===== config.mk =====
export PLATFORM = sky130hd
export DESIGN_NAME = modal_timer
export DESIGN_NICKNAME = d
export VERILOG_FILES = /design/src/rtl/modal_timer_pkg.sv /design/src/rtl/mt_pin_sync.sv /design/src/rtl/mt_src_div.sv /design/src/rtl/mt_down_counter.sv /design/src/rtl/mt_regs.sv /design/src/rtl/modal_timer.sv
export SDC_FILE = /design/constraint.sdc
export NUM_CORES = 1
export LEC_CHECK = 0
export ABC_AREA = 1
export CORE_MARGIN = 8
export CORE_UTILIZATION = 43
export CTS_CLUSTER_SIZE = 30
export DETAILED_ROUTE_END_ITERATION = 8
export DONT_BUFFER_PORTS = 1
export PLACE_DENSITY = 0.69
export SLEW_MARGIN = 10
export SYNTH_ARGS = -nofsm -noshare
export SYNTH_HDL_FRONTEND = slang
export SYNTH_HIERARCHICAL = 1
export SYNTH_SLANG_ARGS = --single-unit

===== constraint.sdc =====
create_clock -name clk -period 2.1 [get_ports clk]
set_clock_uncertainty 0.1 [all_clocks]
set_input_delay 0.315 -clock clk [delete_from_list [all_inputs] [get_ports clk]]
set_output_delay 0.315 -clock clk [all_outputs]
set_load 0.01 [all_outputs]

===== src/rtl/modal_timer_pkg.sv =====
package modal_timer_pkg;

    localparam int DATA_W = 8;
    localparam int CNT_W  = 8;

    localparam logic [1:0] ADR_PRE  = 2'd0;
    localparam logic [1:0] ADR_TMR  = 2'd1;
    localparam logic [1:0] ADR_CFG  = 2'd2;
    localparam logic [1:0] ADR_FLAG = 2'd3;

    typedef enum logic [1:0] {
        MODE_TIMER = 2'b00,
        MODE_PULSE = 2'b01,
        MODE_EVENT = 2'b10,
        MODE_WIDTH = 2'b11
    } tmode_e;

    typedef struct packed {
        logic       halt;
        logic [2:0] spare;
        logic       slow_src;
        logic       fall_sel;
        tmode_e     mode;
    } mode_cfg_t;

    localparam mode_cfg_t CFG_RESET = '{halt: 1'b1, spare: 3'b000,
                                        slow_src: 1'b0, fall_sel: 1'b0,
                                        mode: MODE_TIMER};

    // Unused bits are forced to zero so reads return a clean byte.
    function automatic mode_cfg_t to_cfg(input logic [DATA_W-1:0] raw);
        mode_cfg_t c;
        c          = mode_cfg_t'(raw);
        c.spare    = 3'b000;
        return c;
    endfunction

endpackage


===== src/rtl/mt_pin_sync.sv =====
module mt_pin_sync #(
    parameter int STAGES = 2
) (
    input  logic clk,
    input  logic rst,
    input  logic pin,
    input  logic fall_sel,
    output logic level_active,
    output logic edge_hit
);
    logic [STAGES-1:0] chain;
    logic              prev;
    logic              lvl;

    generate
        if (STAGES == 1) begin : g_one
            always_ff @(posedge clk) begin
                if (rst) chain <= '0;
                else     chain <= pin;
            end
        end else begin : g_many
            always_ff @(posedge clk) begin
                if (rst) chain <= '0;
                else     chain <= {chain[STAGES-2:0], pin};
            end
        end
    endgenerate

    assign lvl = chain[STAGES-1];

    always_ff @(posedge clk) begin
        if (rst) prev <= 1'b0;
        else     prev <= lvl;
    end

    assign level_active = lvl ^ fall_sel;
    assign edge_hit     = fall_sel ? (prev & ~lvl) : (lvl & ~prev);
endmodule


===== src/rtl/mt_src_div.sv =====
module mt_src_div #(
    parameter int DIV_LOG2 = 2
) (
    input  logic clk,
    input  logic rst,
    input  logic slow_sel,
    output logic base_tick
);
    generate
        if (DIV_LOG2 == 0) begin : g_nodiv
            assign base_tick = 1'b1;
        end else begin : g_div
            logic [DIV_LOG2-1:0] div_cnt;
            always_ff @(posedge clk) begin
                if (rst) div_cnt <= '0;
                else     div_cnt <= div_cnt + 1'b1;
            end
            assign base_tick = slow_sel ? (&div_cnt) : 1'b1;
        end
    endgenerate
endmodule


===== src/rtl/mt_down_counter.sv =====
module mt_down_counter #(
    parameter int          W       = 8,
    parameter logic [W-1:0] RST_VAL = '1
) (
    input  logic         clk,
    input  logic         rst,
    input  logic         load,
    input  logic [W-1:0] load_val,
    input  logic         tick,
    input  logic [W-1:0] reload_val,
    output logic [W-1:0] value,
    output logic         wrap
);
    assign wrap = tick && (value == '0);

    always_ff @(posedge clk) begin
        if (rst)       value <= RST_VAL;
        else if (load) value <= load_val;
        else if (wrap) value <= reload_val;
        else if (tick) value <= value - 1'b1;
    end
endmodule


===== src/rtl/mt_regs.sv =====
module mt_regs
    import modal_timer_pkg::*;
(
    input  logic              clk,
    input  logic              rst,
    input  logic              bus_wr,
    input  logic [1:0]        bus_addr,
    input  logic [DATA_W-1:0] bus_wdata,
    output logic [CNT_W-1:0]  pre_latch,
    output logic [CNT_W-1:0]  tmr_latch,
    output mode_cfg_t         cfg,
    output logic              pre_load,
    output logic              tmr_load,
    output logic              flag_clr
);
    assign pre_load = bus_wr && (bus_addr == ADR_PRE);
    assign tmr_load = bus_wr && (bus_addr == ADR_TMR);
    assign flag_clr = bus_wr && (bus_addr == ADR_FLAG) && bus_wdata[0];

    always_ff @(posedge clk) begin
        if (rst) begin
            pre_latch <= '1;
            tmr_latch <= '1;
            cfg       <= CFG_RESET;
        end else if (bus_wr) begin
            unique case (bus_addr)
                ADR_PRE: pre_latch <= bus_wdata[CNT_W-1:0];
                ADR_TMR: tmr_latch <= bus_wdata[CNT_W-1:0];
                ADR_CFG: cfg       <= to_cfg(bus_wdata);
                default: ;
            endcase
        end
    end
endmodule


===== src/rtl/modal_timer.sv =====
module modal_timer
    import modal_timer_pkg::*;
#(
    parameter int DIV_LOG2    = 2,
    parameter int SYNC_STAGES = 2
) (
    input  logic              clk,
    input  logic              rst,
    input  logic              cnt_pin,
    input  logic              bus_wr,
    input  logic [1:0]        bus_addr,
    input  logic [DATA_W-1:0] bus_wdata,
    output logic [DATA_W-1:0] bus_rdata,
    output logic              pulse_out,
    output logic              irq
);
    logic [CNT_W-1:0] pre_latch, tmr_latch, pre_value, tmr_value;
    mode_cfg_t        cfg;
    logic             pre_load, tmr_load, flag_clr;
    logic             level_active, edge_hit, base_tick;
    logic             src_tick, pre_tick, pre_wrap, tmr_wrap;

    mt_regs u_regs (
        .clk(clk), .rst(rst), .bus_wr(bus_wr), .bus_addr(bus_addr),
        .bus_wdata(bus_wdata), .pre_latch(pre_latch), .tmr_latch(tmr_latch),
        .cfg(cfg), .pre_load(pre_load), .tmr_load(tmr_load), .flag_clr(flag_clr)
    );

    mt_pin_sync #(.STAGES(SYNC_STAGES)) u_sync (
        .clk(clk), .rst(rst), .pin(cnt_pin), .fall_sel(cfg.fall_sel),
        .level_active(level_active), .edge_hit(edge_hit)
    );

    mt_src_div #(.DIV_LOG2(DIV_LOG2)) u_div (
        .clk(clk), .rst(rst), .slow_sel(cfg.slow_src), .base_tick(base_tick)
    );

    always_comb begin
        unique case (cfg.mode)
            MODE_EVENT: src_tick = edge_hit;
            MODE_WIDTH: src_tick = base_tick & level_active;
            default:    src_tick = base_tick;
        endcase
        pre_tick = src_tick & ~cfg.halt;
    end

    mt_down_counter #(.W(CNT_W)) u_pre (
        .clk(clk), .rst(rst), .load(pre_load), .load_val(bus_wdata[CNT_W-1:0]),
        .tick(pre_tick), .reload_val(pre_latch), .value(pre_value), .wrap(pre_wrap)
    );

    mt_down_counter #(.W(CNT_W)) u_tmr (
        .clk(clk), .rst(rst), .load(tmr_load), .load_val(bus_wdata[CNT_W-1:0]),
        .tick(pre_wrap), .reload_val(tmr_latch), .value(tmr_value), .wrap(tmr_wrap)
    );

    always_ff @(posedge clk) begin
        if (rst) begin
            irq       <= 1'b0;
            pulse_out <= 1'b0;
        end else begin
            if (tmr_wrap)      irq <= 1'b1;
            else if (flag_clr) irq <= 1'b0;
            if (tmr_wrap && cfg.mode == MODE_PULSE) pulse_out <= ~pulse_out;
        end
    end

    always_comb begin
        unique case (bus_addr)
            ADR_PRE:  bus_rdata = DATA_W'(pre_value);
            ADR_TMR:  bus_rdata = DATA_W'(tmr_value);
            ADR_CFG:  bus_rdata = cfg;
            default:  bus_rdata = {{(DATA_W-1){1'b0}}, irq};
        endcase
    end
endmodule


==> out/metrics.json <==
{
  "floorplan.initialDensity_pct": 44.60,
  "post-route-worst-setup-slack_ns": -0.001668,
  "worstHoldStart": "cnt_pin",
  "placement_rows": 28,
  "synth.ff_latch_count": 44,
  "area_delta_synth_final_pct": 13.42,
  "finalWeightedCongestion": 0.8715,
  "finalCritPeriodShare_pct": 100.1,
  "dr_total_vias": 2669,
  "synth_edf_count": 0,
  "antenna_found_initial": 0,
  "grt_setup_unrepaired": "true",
  "path_class": "reg2reg",
  "worst_flop_to_flop_path_endpoint": "u_tmr/value[2]",
  "most-common-layout-cells": "nand2_1 (122), nand3_1 (61), inv_1 (45)",
  "layout.cells.most_common": "nand2_1",
  "worst_skew_pair.late_latency_ns": 0.30,
  "timing_max_transition_violations_final": 0,
  "maximum_capacitance_violations": 0,
  "multiInputGateArea_mm2": 0.001550,
  "mappedNetlistArea_mm2": 0.002656,
  "timing.critical_path.required_ns": 2.24,
  "net_total_in_the_final_layout": 442,
  "drt-pass1-iter-count": 5,
  "first_iter_violations": 294,
  "post_drt_via_cell_ratio": 5.349,
  "remaining_drc_errors": 0,
  "critical-path-max-stage-delay_ns": 0.37,
  "design.die.area_mm2": 0.008948,
  "ctsRootBufferMaster": "clkbuf_8",
  "final-seq-area_um2": 885.9,
  "timing_hold_violations_final": 0,
  "cts_inserted_buffers": 5,
  "r2r.worst_path.cells": 16,
  "tritoncts_clock_tree": "done",
  "status": "finished with violations",
  "worst_path_dominant_cell_family": "simple AND/OR/NAND/NOR gates",
  "worstPathCellList": "xor2_1 > inv_1 > nand2_1 > a21oi_2 > nor2_2 > nand3_2 > nor2_8 > nand2_4 > inv_4 > nand3_4 > nor2_8 > nand2_8 > buf_4 > nand3_1 > nand3_1 > nand2_1",
  "rr_startpoint": "u_regs/cfg[2]",
  "number_of_cells_traversed_by_the_worst_hold_path": 2,
  "power.ir.vdd_worst_mv": 0.4856,
  "max_freq_mhz": 475.8,
  "fin_total_pwr_uw": 1748,
  "postLayoutCoreUtil_pct": 50.59,
  "synth.avg_cell_area_um2": 6.559,
  "max-clock-path-buffers": 2,
  "insertedDiodeCount": 0,
  "failed_checks": "negative setup slack",
  "post_route_cells_drive_above_1_share_pct": 18.40,
  "critical_path_buf_inv_count": 3,
  "grt_start_max_net_pins": 22,
  "dp_hpwl_um": 5278,
  "synth_largest_area_cell": "dfxtp_1",
  "place_worst_setup_slack_ns": -0.01668,
  "worstSetupEndpointType": "register",
  "synth_top_area_share_pct": 33.16,
  "timing.critical_path.from_type": "register",
  "synth.top_cells.by_area": "dfxtp_1 (33%), nand2_1 (18%), nand3_1 (12%)",
  "placeableCoreArea_mm2": 0.005956,
  "final.hold.worst_slack_ns": 0.01530,
  "async_flop_share_pct": 0,
  "portBuffers": 0,
  "first_global_vias": 2307,
  "globalRouteOverflowTotal": 0,
  "ys_warn_count": 6,
  "grt_util_all_layers_pct": 16.94,
  "chipHeight_um": 94.60,
  "worstHoldPathType": "in2reg",
  "boundaryPins": 24,
  "setup_viol_count_final": 1,
  "leakage_component_of_the_power_uw": 0.001538,
  "synth_cell_type_count": 28,
  "route.antenna.remaining_nets": 0,
  "synthesis.instances": 405,
  "grt_first_pass_wirelength_um": 11870,
  "power_density_mw_per_mm2": 580.3,
  "clk_pin_slew_worst_paths_ns": 0.08,
  "clock_sinks": 44,
  "worst-endpoint-arrival_ns": 2.24,
  "synth-seq-area-share_pct": 33.16,
  "slowest_stage": "dfxtp_4",
  "timing.hold.worst_endpoint": "u_sync/chain[0]",
  "avgRoutedWirePerCell_um": 15.31,
  "reg2reg_slack_ns": -0.002,
  "detail_route.wirelength_um": 7638,
  "fin_setup_tns_ns": -0.001668,
  "crit_path_time_final_ns": 2.102,
  "timing.critical_path.fanout_max": 5,
  "cts-htree-levels": 2,
  "tightestPinTransition_ns": 0.6614,
  "n_fill_cell": 612,
  "timing.slew.headroom_pct": 55.86,
  "die_width_um": 94.60,
  "ys_dominant_reg_cell": "dfxtp_1"
}
==> per-stage QoR <==
stage / cells / instance area, um^2
finish: 499 / 3013
global route: 499 / 3013
CTS: 491 / 2887
detailed placement: 482 / 2776
global placement: 482 / 2776
floorplan: 407 / 2666
==> routing by layer <==
layer  track usage (%)  vias to the layer above  share of wire (%)
li1                  -                     1328                  -
met1             23.68                     1209                 46
met3             3.492                       10                8.1
met2             25.72                      122                 44
met5                 0                        -                  0
met4             4.421                        0                1.6
==> cells by family (layout without fill, tap and decap cells) <==
| logic type | after synthesis | in the layout | share of synthesized area (%) |
|---|---|---|---|
| AOI/OAI and AO/OA | 26 | 26 | 6.877 |
| other | 1 | 3 | 0.1412 |
| DFF | 44 | 44 | 33.16 |
| buffers and inverters | 70 | 86 | 10.93 |
| adders and majority gates | 5 | 5 | 2.355 |
| and+or+nand+nor | 258 | 259 | 46.21 |
| xor gates and xnor gates | 1 | 1 | 0.3298 |
==> worst max-delay path by stage <==
stage	start	end	depth (start not counted)
after detailed placement	u_regs/cfg[2]	pulse_out	17
after floorplan	u_regs/cfg[2]	pulse_out	18
after global routing	u_regs/cfg[2]	u_tmr/value[6]	17
after CTS	u_sync/chain[1]	pulse_out	19
final	u_regs/cfg[2]	u_tmr/value[2]	16
after global placement	u_regs/cfg[2]	pulse_out	17
==> sequential cells by signal (all words and copies together) (netlist names) <==
name                 count
irq                      1
pulse_out                1
u_div/g_div.div_cnt      2
u_pre/value              8
u_regs/cfg               5
u_regs/pre_latch         8
u_regs/tmr_latch         8
u_sync/chain             2
u_sync/prev              1
u_tmr/value              8
==> Yosys cell counts (2+ instances only) <==
cell type,number
or2_2,2
nor2_2,8
buf_2,2
nand2_2,2
inv_1,45
nand3b_1,4
a21oi_1,4
inv_2,12
nand2_4,3
ha_1,5
nand4_1,5
nand2_1,124
nand3_1,63
buf_4,4
a221oi_1,14
o21ai_0,4
clkinv_2,2
dfxtp_1,44
nor2_4,4
nor2_8,2
buf_1,2
clkbuf_1,2
o21ai_1,4
nor2_1,35
nand3_2,6
==> worst register-to-register path: stages, from the launching register on <==
cell and delay, ns:
dfxtp_4 0.37, xor2_1 0.15, inv_1 0.06, nand2_1 0.07, a21oi_2 0.06, nor2_2 0.15
nand3_2 0.13, nor2_8 0.11, nand2_4 0.06, inv_4 0.07, nand3_4 0.10, nor2_8 0.19
nand2_8 0.10, buf_4 0.14, nand3_1 0.07, nand3_1 0.07, nand2_1 0.06
==> timing repair <==
item | in CTS | in global routing
gates resized for setup | 2 | 16
cloned | 0 | 1
hold buffers | 1 | 0
buffers inserted | 0 | 7
setup endpoints to repair | 3 | 10
endpoints found under the hold margin | 6 | 0
pin swaps | 0 | 3
==> layout make-up <==
cell class                      count  share of cell area (%)
Inverter                           59                   7.600
Clock buffer                        6                   2.741
Timing Repair Buffer               19                   5.191
Sequential cell                    44                   29.40
Tap cell                           75                   3.115
Multi-Input combinational cell    294                   51.45
Clock inverter                      2                  0.4983
==> power breakdown <==
part	switching, uW	total, uW	internal (uW)
clock	304	571	267
combinational	155	247	92.1
sequential	47.7	930	883
Note: power is estimated with default switching activity, not from simulation.
